[src/rtl/exc_dispatch_pkg.sv]
package exc_dispatch_pkg;

    localparam int OFF_W    = 16;
    localparam int CODE_W   = 8;
    localparam int KIND_W   = 4;
    localparam int IRQ_N    = 4;
    localparam int IRQ_BASE = 3;   // ceiling level of the lowest line

    typedef enum logic [KIND_W-1:0] {
        EK_RESET = 4'd0,
        EK_MCHK  = 4'd1,
        EK_IPI   = 4'd2,
        EK_CLK   = 4'd3,
        EK_DEV   = 4'd4,
        EK_MMF   = 4'd5,
        EK_UNAL  = 4'd6,
        EK_OPC   = 4'd7,
        EK_ARITH = 4'd8,
        EK_FPDIS = 4'd9,
        EK_CPRIV = 4'd10
    } ekind_t;

    typedef struct packed {
        logic              take;
        logic [KIND_W-1:0] kind;
    } irq_pick_t;

    typedef struct packed {
        logic              go;
        logic              bad;
        logic              is_irq;
        logic              mmf;
        logic [KIND_W-1:0] kind;
    } dispatch_t;

    function automatic logic kind_defined(input logic [KIND_W-1:0] k);
        return k <= KIND_W'(EK_CPRIV);
    endfunction

    function automatic logic [OFF_W-1:0] slot_offset(input logic [KIND_W-1:0] k,
                                                      input logic [CODE_W-1:0] code);
        logic [OFF_W-1:0] off;
        if (k == KIND_W'(EK_CPRIV)) begin
            if (code[CODE_W-1])
                off = 16'h2000 + {3'b0, code[CODE_W-2:0], 6'b0};
            else
                off = 16'h1000 + {2'b0, code, 6'b0};
        end else begin
            off = {5'b0, k, 7'b0};
        end
        return off;
    endfunction

endpackage

[src/rtl/exc_irq_arbiter.sv]
module exc_irq_arbiter
    import exc_dispatch_pkg::*;
#(
    parameter int N    = IRQ_N,
    parameter int BASE = IRQ_BASE
) (
    input  logic [N-1:0] irq,
    input  logic [2:0]   ipl,
    input  logic         priv,
    output irq_pick_t    pick
);
    localparam int LVL_W = 4;

    logic [N-1:0] elig;

    for (genvar i = 0; i < N; i++) begin : g_elig
        localparam logic [LVL_W-1:0] CEIL = LVL_W'(BASE + i);
        assign elig[i] = irq[i] && !priv && ({1'b0, ipl} <= CEIL);
    end

    always_comb begin
        pick = '0;
        for (int i = 0; i < N; i++) begin
            if (elig[i]) begin
                pick.take = 1'b1;
                pick.kind = KIND_W'(EK_DEV) - KIND_W'(i);
            end
        end
    end
endmodule

[src/rtl/exc_cause_select.sv]
module exc_cause_select
    import exc_dispatch_pkg::*;
(
    input  logic              exc_req,
    input  logic [KIND_W-1:0] exc_kind,
    input  irq_pick_t         pick,
    output dispatch_t         sel
);
    always_comb begin
        sel = '0;
        if (exc_req) begin
            if (kind_defined(exc_kind)) begin
                sel.go   = 1'b1;
                sel.kind = exc_kind;
                sel.mmf  = (exc_kind == KIND_W'(EK_MMF));
            end else begin
                sel.bad  = 1'b1;
            end
        end else if (pick.take) begin
            sel.go     = 1'b1;
            sel.is_irq = 1'b1;
            sel.kind   = pick.kind;
        end
    end
endmodule

[src/rtl/exc_trap_args.sv]
module exc_trap_args #(
    parameter int PC_W = 64,
    parameter int FC_W = 8
) (
    input  logic            clk,
    input  logic            rst,
    input  logic            load,
    input  logic [PC_W-1:0] addr,
    input  logic [FC_W-1:0] fcode,
    input  logic [1:0]      acc,
    output logic [PC_W-1:0] arg0,
    output logic [PC_W-1:0] arg1,
    output logic [PC_W-1:0] arg2
);
    always_ff @(posedge clk) begin
        if (rst) begin
            arg0 <= '0;
            arg1 <= '0;
            arg2 <= '0;
        end else if (load) begin
            arg0 <= addr;
            arg1 <= PC_W'(fcode);
            case (acc)
                2'd0:    arg2 <= '0;
                2'd1:    arg2 <= PC_W'(1);
                default: arg2 <= '1;
            endcase
        end
    end

    // trap arguments only move on a memory-fault load
    p_trap_hold_r10: assert property (@(posedge clk) disable iff (rst)
        !load |=> ($stable(arg0) && $stable(arg1) && $stable(arg2)));
endmodule

[src/rtl/exc_dispatch.sv]
module exc_dispatch
    import exc_dispatch_pkg::*;
#(
    parameter int PC_W = 64,
    parameter int FC_W = 8
) (
    input  logic              clk,
    input  logic              rst,
    input  logic              exc_req,
    input  logic [3:0]        exc_kind,
    input  logic [7:0]        exc_code,
    input  logic [PC_W-1:0]   fault_addr,
    input  logic [FC_W-1:0]   fault_code,
    input  logic [1:0]        fault_acc,
    input  logic [3:0]        irq_lines,
    input  logic [2:0]        ipl,
    input  logic [PC_W-1:0]   pc_in,
    input  logic [PC_W-1:0]   pal_base,
    input  logic              priv_mode,
    output logic              redirect_valid,
    output logic [PC_W-1:0]   new_pc,
    output logic [PC_W-1:0]   exc_addr,
    output logic              priv_set,
    output logic [7:0]        err_code,
    output logic              kind_err,
    output logic [PC_W-1:0]   trap_arg0,
    output logic [PC_W-1:0]   trap_arg1,
    output logic [PC_W-1:0]   trap_arg2
);
    irq_pick_t pick;
    dispatch_t sel;
    logic [OFF_W-1:0] off;

    exc_irq_arbiter #(.N(IRQ_N), .BASE(IRQ_BASE)) u_arb (
        .irq  (irq_lines),
        .ipl  (ipl),
        .priv (priv_mode),
        .pick (pick)
    );

    exc_cause_select u_sel (
        .exc_req  (exc_req),
        .exc_kind (exc_kind),
        .pick     (pick),
        .sel      (sel)
    );

    exc_trap_args #(.PC_W(PC_W), .FC_W(FC_W)) u_trap (
        .clk   (clk),
        .rst   (rst),
        .load  (sel.mmf),
        .addr  (fault_addr),
        .fcode (fault_code),
        .acc   (fault_acc),
        .arg0  (trap_arg0),
        .arg1  (trap_arg1),
        .arg2  (trap_arg2)
    );

    assign off = slot_offset(sel.kind, exc_code);

    always_ff @(posedge clk) begin
        if (rst) begin
            redirect_valid <= 1'b0;
            priv_set       <= 1'b0;
            kind_err       <= 1'b0;
            new_pc         <= '0;
            exc_addr       <= '0;
            err_code       <= '0;
        end else begin
            redirect_valid <= sel.go;
            priv_set       <= sel.go;
            kind_err       <= sel.bad;
            if (sel.go) begin
                new_pc   <= pal_base + PC_W'(off);
                exc_addr <= pc_in | PC_W'(priv_mode);
                err_code <= sel.is_irq ? 8'h00 : exc_code;
            end
        end
    end

    // privileged mode blocks interrupts
    p_no_irq_priv_r2: assert property (@(posedge clk) disable iff (rst)
        (priv_mode && !exc_req) |=> !redirect_valid);

    // undefined kinds flag an error and never redirect
    p_bad_kind_r9: assert property (@(posedge clk) disable iff (rst)
        (exc_req && exc_kind > 4'd10) |=> (kind_err && !redirect_valid));

    // a defined synchronous request is always taken
    p_exc_taken_r8: assert property (@(posedge clk) disable iff (rst)
        (exc_req && exc_kind <= 4'd10) |=> (redirect_valid && priv_set));

    // saved address carries the mode flag in bit 0
    p_exc_addr_r7: assert property (@(posedge clk) disable iff (rst)
        redirect_valid |-> (exc_addr == ($past(pc_in) | PC_W'($past(priv_mode)))));

    // an interrupt clears the error code
    p_irq_err_clear_r11: assert property (@(posedge clk) disable iff (rst)
        (redirect_valid && !$past(exc_req)) |-> (err_code == 8'h00));
endmodule

[config.mk]
export PLATFORM = sky130hd
export DESIGN_NAME = exc_dispatch
export DESIGN_NICKNAME = d
export VERILOG_FILES = /design/src/rtl/exc_dispatch_pkg.sv /design/src/rtl/exc_irq_arbiter.sv /design/src/rtl/exc_cause_select.sv /design/src/rtl/exc_trap_args.sv /design/src/rtl/exc_dispatch.sv
export SDC_FILE = /design/constraint.sdc
export NUM_CORES = 1
export LEC_CHECK = 0
export BUFFER_PORTS_ARGS = -buffer_cell sky130_fd_sc_hd__buf_4
export CAP_MARGIN = 20
export CORE_AREA = 2 2 216 218
export CTS_BUF_LIST = sky130_fd_sc_hd__clkbuf_4
export CTS_CLUSTER_DIAMETER = 200
export CTS_CLUSTER_SIZE = 12
export DETAILED_ROUTE_END_ITERATION = 10
export DIE_AREA = 0 0 218 220
export PLACE_DENSITY = 0.44
export SLEW_MARGIN = 0
export SYNTH_ARGS = -nofsm -noshare
export SYNTH_HDL_FRONTEND = slang
export SYNTH_SLANG_ARGS = --single-unit
export TNS_END_PERCENT = 20
[constraint.sdc]
create_clock -name clk -period 4.1 [get_ports clk]
set_input_delay 0.41 -clock clk [delete_from_list [all_inputs] [get_ports clk]]
set_output_delay 0.41 -clock clk [all_outputs]
set_load 0.02 [all_outputs]
==> flow_metrics.py, run 1 <==
metrics = {
    "logic_synthesis": {
        "synth_area_mm2": 0.0100,
        "synth_seq_area_share": 0.423,
        "ys_types": 63,
        "ys_ff_latch": 212,
        "synth_edf_count": 0,
        "postSynthCellCount": 1235,
        "yosysWarnings": 0,
        "syn_avg_cell_area_um2": 8.12,
        "synthArstFlopShare": 0,
        "synth_ff_type": "dfxtp_1",
    },
    "sta": {
        "max_freq_ghz": 0.285,
        "setup_viol": 0,
        "fin_setup_tns_ns": 0,
        "fin_crit_ns": 3.51,
        "worst_slew_pin_slew_ns": 1.01,
        "clock_skew_ns": 0,
        "relSlewSlack": 0.323,
        "rsz0062_at_grt": "false",
        "hold_viol_final": 0,
        "fin_crit_sh": 0.855,
        "slew_viol_final": 0,
    },
    "critical_path": {
        "crit_required_ns": 4.72,
        "worstSetupPathType": "input port to register",
        "arrival_ns": 4.12,
        "reg2reg_depth": 3,
        "critical_path.max_fanout": 11,
        "end_kind": "register",
        "startpoint_type": "input port",
    },
    "placed_design": {
        "placed_cells": 2222,
        "io_buffers": 499,
        "post-dp-hpwl_mm": 29.9,
        "dpl_cell_area_mm2": 0.0138,
        "place.gp.congestion": 0.812,
    },
    "cts": {
        "tritoncts": "built",
        "clk_pin_slew_ns": 0.14,
        "cts_buffer_depth": 3,
        "cts_hold_buf": 200,
        "cts_max_level": 1,
        "cts_root_buf": "clkbuf_4",
        "clock_latency_ns": 0.70,
        "clkSinkCount": 212,
        "cts_buffers": 21,
        "cts.repair.resized": 0,
        "post_cts_buffers": 0,
    },
    "floorplan": {
        "core_area_mm2": 0.0459,
        "die_h_um": 220,
        "fp.dieArea_mm2": 0.0480,
        "rows": 79,
        "ioPinCount": 556,
        "start_util": 0.219,
        "die_w_um": 218,
    },
    "layout": {
        "area_growth_pct": 59.6,
        "finish.instance_area_mm2": 0.0160,
        "fin_cells": 2452,
        "finalNetCount": 2075,
        "drive_gt1_frac": 0.311,
        "finalCoreUtilization": 0.349,
        "fillers": 4810,
    },
    "route": {
        "vias": 10400,
        "drcViolationCount": 0,
        "postRouteWirelength_mm": 40.9,
        "drt_iter0_drc": 440,
        "viasPerCell": 4.24,
        "ant_nets": 0,
        "avgRoutedWirePerCell_um": 16.7,
        "drtPass1Iterations": 4,
    },
    "global_routing": {
        "grt_max_degree": 78,
        "overflow": 0,
        "grt_pass1_wl_mm": 59.4,
        "antenna_found_initial": 9,
        "grt.total_usage": 0.159,
        "grt_pass1_vias": 9795,
    },
    "pwr": {
        "switching_share": 0.324,
        "p_int_mw": 3.04,
        "clkPwrFrac": 0.233,
        "combPwrFrac": 0.267,
        "power.share.sequential": 0.500,
        "p_leak_nw": 6.88,
        "power.density_mw_per_mm2": 281,
        "p_sw_mw": 1.46,
        "peakVddDrop_uv": 134,
    },
    "run_status": {
        "status": "finished, final reports clean",
    },
    "run": {
        "cap_violations": 0,
    },
    "hold_path": {
        "hold-path-cell-count": 3,
        "worstHoldPathType": "input port to register",
    },
}
## area by class of cell
class	instances	area, um^2	area share
repair buffers	719	5980	0.374
multi-input cells	873	4760	0.298
flip-flops and latches	212	4250	0.265
well taps	607	759	0.0475
clock buffers	21	158	0.00986
inverters	11	41.3	0.00258
clock inverters	1	30.0	0.00188
diodes	8	20.0	0.00125
## flip-flops by register name, indices dropped and copies added (netlist names)
register	flops
err_code	8
new_pc	64
priv_set	1
kind_err	1
u_trap.arg2	2
exc_addr	64
u_trap.arg0	64
u_trap.arg1	8
## cells in the mapped netlist, types with 6 or more instances
master | n | area (um^2)
dfxtp_1 | 212 | 4240
nor2_1 | 69 | 259
o2111ai_1 | 6 | 52.6
clkbuf_1 | 51 | 191
and2_1 | 9 | 56.3
and3_1 | 11 | 68.8
ha_1 | 11 | 138
a211oi_1 | 46 | 345
mux2i_1 | 9 | 90.1
nand2_1 | 321 | 1200
nor3_1 | 8 | 40.0
a21oi_1 | 165 | 826
xor2_1 | 22 | 193
buf_1 | 6 | 22.5
o21ai_0 | 6 | 30.0
inv_1 | 11 | 41.3
nand3_1 | 19 | 95.1
buf_2 | 17 | 85.1
xnor2_1 | 31 | 272
buf_4 | 119 | 893
nand4_1 | 11 | 68.8
## worst max-delay path: stages
cell	delay, ns
dlygate4sd3_1	0.58
buf_4	0.14
nand2_1	0.06
and2_1	0.17
nand2_1	0.12
a21oi_1	0.05
buf_4	0.16
a221o_1	0.34
fa_1	0.44
a21o_1	0.22
a221oi_2	0.45
o221ai_2	0.34
buf_12	0.24
nand4_1	0.09
xnor2_1	0.08
a22o_1	0.22
## power groups by stage
stage / Clock, mW / Combinational [mW] / Sequential [mW]
final: 1.04 / 1.20 / 2.25
after global routing: 1.21 / 1.30 / 2.26
after global placement: 0 / 1.04 / 2.29
after detailed placement: 0 / 1.05 / 2.29
after floorplan: 0 / 0.428 / 2.42
after CTS: 1.13 / 1.21 / 2.25
## logic make-up (layout without fill, tap and decap cells)
| family | count (synthesis) | count (layout) | share of synthesized area |
|---|---|---|---|
| AND/OR/NAND/NOR | 482 | 482 | 0.210 |
| AO/OA/AOI/OAI | 261 | 261 | 0.171 |
| flip-flops | 212 | 212 | 0.423 |
| buffers and inverters | 205 | 752 | 0.124 |
| XOR/XNOR | 53 | 53 | 0.0463 |
| adder cells (fa/ha/maj) | 12 | 12 | 0.0157 |
| multiplexers | 9 | 9 | 0.00899 |
| other | 1 | 64 | 0.000374 |
## worst paths after layout
kind                                                from                       end  slack (ns)
worst max-delay path                         exc_kind[3]   new_pc[60]$_SDFFE_PP0P_        0.59
worst min-delay path                        pal_base[57]   new_pc[57]$_SDFFE_PP0P_        0.09
worst max register to register   new_pc[59]$_SDFFE_PP0P_   new_pc[59]$_SDFFE_PP0P_        2.74
worst min register to register  exc_addr[8]$_SDFFE_PP0P_  exc_addr[8]$_SDFFE_PP0P_        0.46
## cells in the final DEF, fill, tap and decap left out, types with 3 or more instances in the layout
cell type	instances
a21o_1	3
a211oi_2	5
nand3_1	19
o21a_1	4
nand3b_1	3
diode_2	8
inv_1	11
buf_4	511
xor2_1	22
nor3b_1	3
and3_1	11
mux2i_1	9
a211oi_1	46
nand2_1	321
dlygate4sd3_1	200
o2111ai_1	6
o21ai_0	6
nand4_1	11
nor3_1	8
and2_1	9
dfxtp_1	211
a2111oi_4	5
conb_1	56
xnor2_1	31
and4_1	5
a21oi_1	165
clkbuf_4	21
nor2_1	67
buf_12	6
nor2b_1	5
ha_1	11
## routing by layer
layer	up-vias	wire length, um	track usage
li1	5173	-	-
met1	4827	16800	0.191
met2	356	19800	0.275
met3	48	3500	0.0509
met4	4	835	0.0413
met5	-	26	0
## metrics by stage
step           power [mW]  setup WS [ns]  hold WS (ns)
2_1_floorplan        2.85          0.560         0.529
3_3_place_gp         3.33          0.162         0.438
3_5_place_dp         3.34          0.160         0.444
4_1_cts              4.59          0.712       0.00500
5_1_grt              4.77          0.378        0.0162
6_report             4.49          0.594        0.0903
Power figures use the tool's default switching activity.
==> inputs of run 2 (changes only) <==
- CELL_PAD_IN_SITES_DETAIL_PLACEMENT: unset -> 0
- CELL_PAD_IN_SITES_GLOBAL_PLACEMENT: unset -> 1
- CORE_AREA: 2 2 216 218 -> 2 2 215 217
- DIE_AREA: 0 0 218 220 -> 0 0 217 219
- PLACE_DENSITY: 0.44 -> 0.72
==> run 2 against run 1 <==
Combinational power hardly changed. Register-to-register slack is essentially flat. Largest power group unchanged. Sequential cell count is the same. Die area fell by 0.91%. Critical path depth unchanged. Sequential share of layout area about the same. Hold slack worse by 0.015 ns. Non-clock buffer count rose by 1. Clock skew stayed put. Fmax decreased by 0.95%.
==> flow_metrics.py, run 2 (synthesis gave the netlist of run 1 again) <==
metrics = {
    "route": {
        "drtPass1Iterations": 4,
        "avgRoutedWirePerCell_um": 16.1,
        "postRouteWirelength_mm": 39.2,
        "viasPerCell": 4.27,
        "drt_iter0_drc": 539,
        "drcViolationCount": 0,
        "vias": 10400,
        "ant_nets": 0,
    },
    "critical_path": {
        "cp_slowest_cell": "dlygate4sd3_1",
        "critPathMostFrequentCell": "buf_4",
        "arrival_ns": 4.16,
        "cp_cell_sequence": "dlygate4sd3_1 -> buf_4 -> nand2_1 -> and2_1 -> nand2_1 -> a21oi_1 -> buf_4 -> a221o_1 -> fa_1 -> a21o_1 -> a221oi_2 -> o221ai_2 -> buf_4 -> nor4b_2 -> xnor2_1 -> a211oi_1",
        "critPathBufInv": 4,
        "worst_path_largest_cell_delay_ns": 0.56,
        "end_kind": "register",
        "worstSetupPathType": "input port to register",
        "critical_path.max_fanout": 8,
        "crit_required_ns": 4.72,
        "startpoint_type": "input port",
        "path_delay_family": "compound AO/OA/AOI/OAI gates",
    },
    "cts": {
        "post_cts_buffers": 0,
        "cts_buffer_depth": 3,
        "tritoncts": "built",
        "cts_max_level": 1,
        "clk_pin_slew_ns": 0.14,
        "cts_root_buf": "clkbuf_4",
        "cts_buffers": 21,
        "clkSinkCount": 212,
        "clock_latency_ns": 0.70,
    },
    "global_routing": {
        "grt.total_usage": 0.153,
        "grt_pass1_wl_mm": 57.7,
        "grt_pass1_vias": 10000,
        "grt_max_degree": 96,
        "overflow": 0,
        "antenna_found_initial": 3,
    },
    "placed_design": {
        "dpl_cell_area_mm2": 0.0138,
        "pre_cts_ws_ns": 0.170,
        "post-dp-hpwl_mm": 28.8,
        "place.gp.congestion": 0.857,
        "io_buffers": 499,
    },
    "sta": {
        "rsz0062_at_grt": "false",
        "fin_crit_ns": 3.54,
        "fin_setup_tns_ns": 0,
        "worst_slew_pin_slew_ns": 1.02,
        "fin_crit_sh": 0.863,
        "slew_viol_final": 0,
        "hold_viol_final": 0,
        "relSlewSlack": 0.319,
        "timing.final.ws_setup_ns": 0.561,
        "clock_skew_ns": 0,
        "max_freq_ghz": 0.283,
        "setup_viol": 0,
    },
    "layout": {
        "reg_top3": "exc_addr: 64 flops, new_pc: 64 flops, u_trap.arg0: 64 flops",
        "finalNetCount": 2076,
        "seq_area_mm2": 0.00425,
        "multi_input_area_mm2": 0.00476,
        "area_growth_pct": 59.4,
        "final_common_cell": "buf_4",
        "final_cell_mix": "buf_4, nand2_1, dfxtp_1",
        "drive_gt1_frac": 0.313,
        "fillers": 4681,
        "finish.instance_area_mm2": 0.0160,
        "finalCoreUtilization": 0.354,
    },
    "floorplan": {
        "fp.dieArea_mm2": 0.0475,
        "ioPinCount": 556,
        "core_area_mm2": 0.0451,
        "rows": 78,
        "die_h_um": 219,
        "die_w_um": 217,
        "start_util": 0.222,
    },
    "pwr": {
        "power.share.sequential": 0.504,
        "power.density_mw_per_mm2": 279,
        "p_leak_nw": 6.89,
        "switching_share": 0.318,
        "combPwrFrac": 0.268,
        "total_power_mw": 4.45,
        "p_sw_mw": 1.42,
        "peakVddDrop_uv": 184,
        "p_int_mw": 3.03,
        "clkPwrFrac": 0.228,
    },
    "run_status": {
        "status": "finished, final reports clean",
    },
    "hold_path": {
        "worstHoldPathType": "input port to register",
    },
    "run": {
        "cap_violations": 0,
    },
}
run 2: path summary, 6_finish.rpt:
path / to / start / slack (ns) / cells past startpoint
max: new_pc[42]$_SDFFE_PP0P_ / exc_kind[3] / 0.56 / 16
min: new_pc[57]$_SDFFE_PP0P_ / pal_base[57] / 0.08 / 3
max reg2reg: u_trap.arg2[62]$_SDFFE_PP0P_ / u_trap.arg2[62]$_SDFFE_PP0P_ / 2.74 / 2
min reg2reg: exc_addr[15]$_SDFFE_PP0P_ / exc_addr[15]$_SDFFE_PP0P_ / 0.46 / 2
run 2: power groups by stage:
| stage | Clock (mW) | Combinational, mW | Sequential, mW |
|---|---|---|---|
| detailed placement | 0 | 1.04 | 2.29 |
| floorplan | 0 | 0.428 | 2.42 |
| global route | 1.17 | 1.29 | 2.26 |
| global placement | 0 | 1.04 | 2.29 |
| finish | 1.01 | 1.19 | 2.24 |
| CTS | 1.10 | 1.20 | 2.25 |
run 2: cell type report:
type / instances / share of cell area
Antenna cell: 3 / 0.000470
Clock buffer: 21 / 0.00987
Clock inverter: 1 / 0.00188
Inverter: 11 / 0.00258
Multi-Input combinational cell: 873 / 0.298
Sequential cell: 212 / 0.266
Tap cell: 600 / 0.0470
Timing Repair Buffer: 720 / 0.374
run 2: stage by stage:
stage | hold slack (ns) | cells
after global placement | 0.440 | 2217
final | 0.0755 | 2441
after global routing | -0.000534 | 2440
after detailed placement | 0.444 | 2217
after floorplan | 0.529 | 1290
after CTS | 0.00115 | 2438
run 2: what timing repair did:
action | in CTS | in global routing
resized for setup | 0 | 0
hold buffers | 199 | 0
endpoints found under the hold margin | 197 | 0
run 2: worst reg2reg max path: cells and delay by family (launching register included):
kind             cells  cell delay (ns)
AND/OR/NAND/NOR      1             0.10
AO/OA/AOI/OAI        1             0.17
flip-flops           1             1.02
run 2: layer usage:
metal,routed length [um],GRT usage
met5,12,0
met4,1170,0.0507
met3,3510,0.0484
met2,19000,0.268
met1,15500,0.177
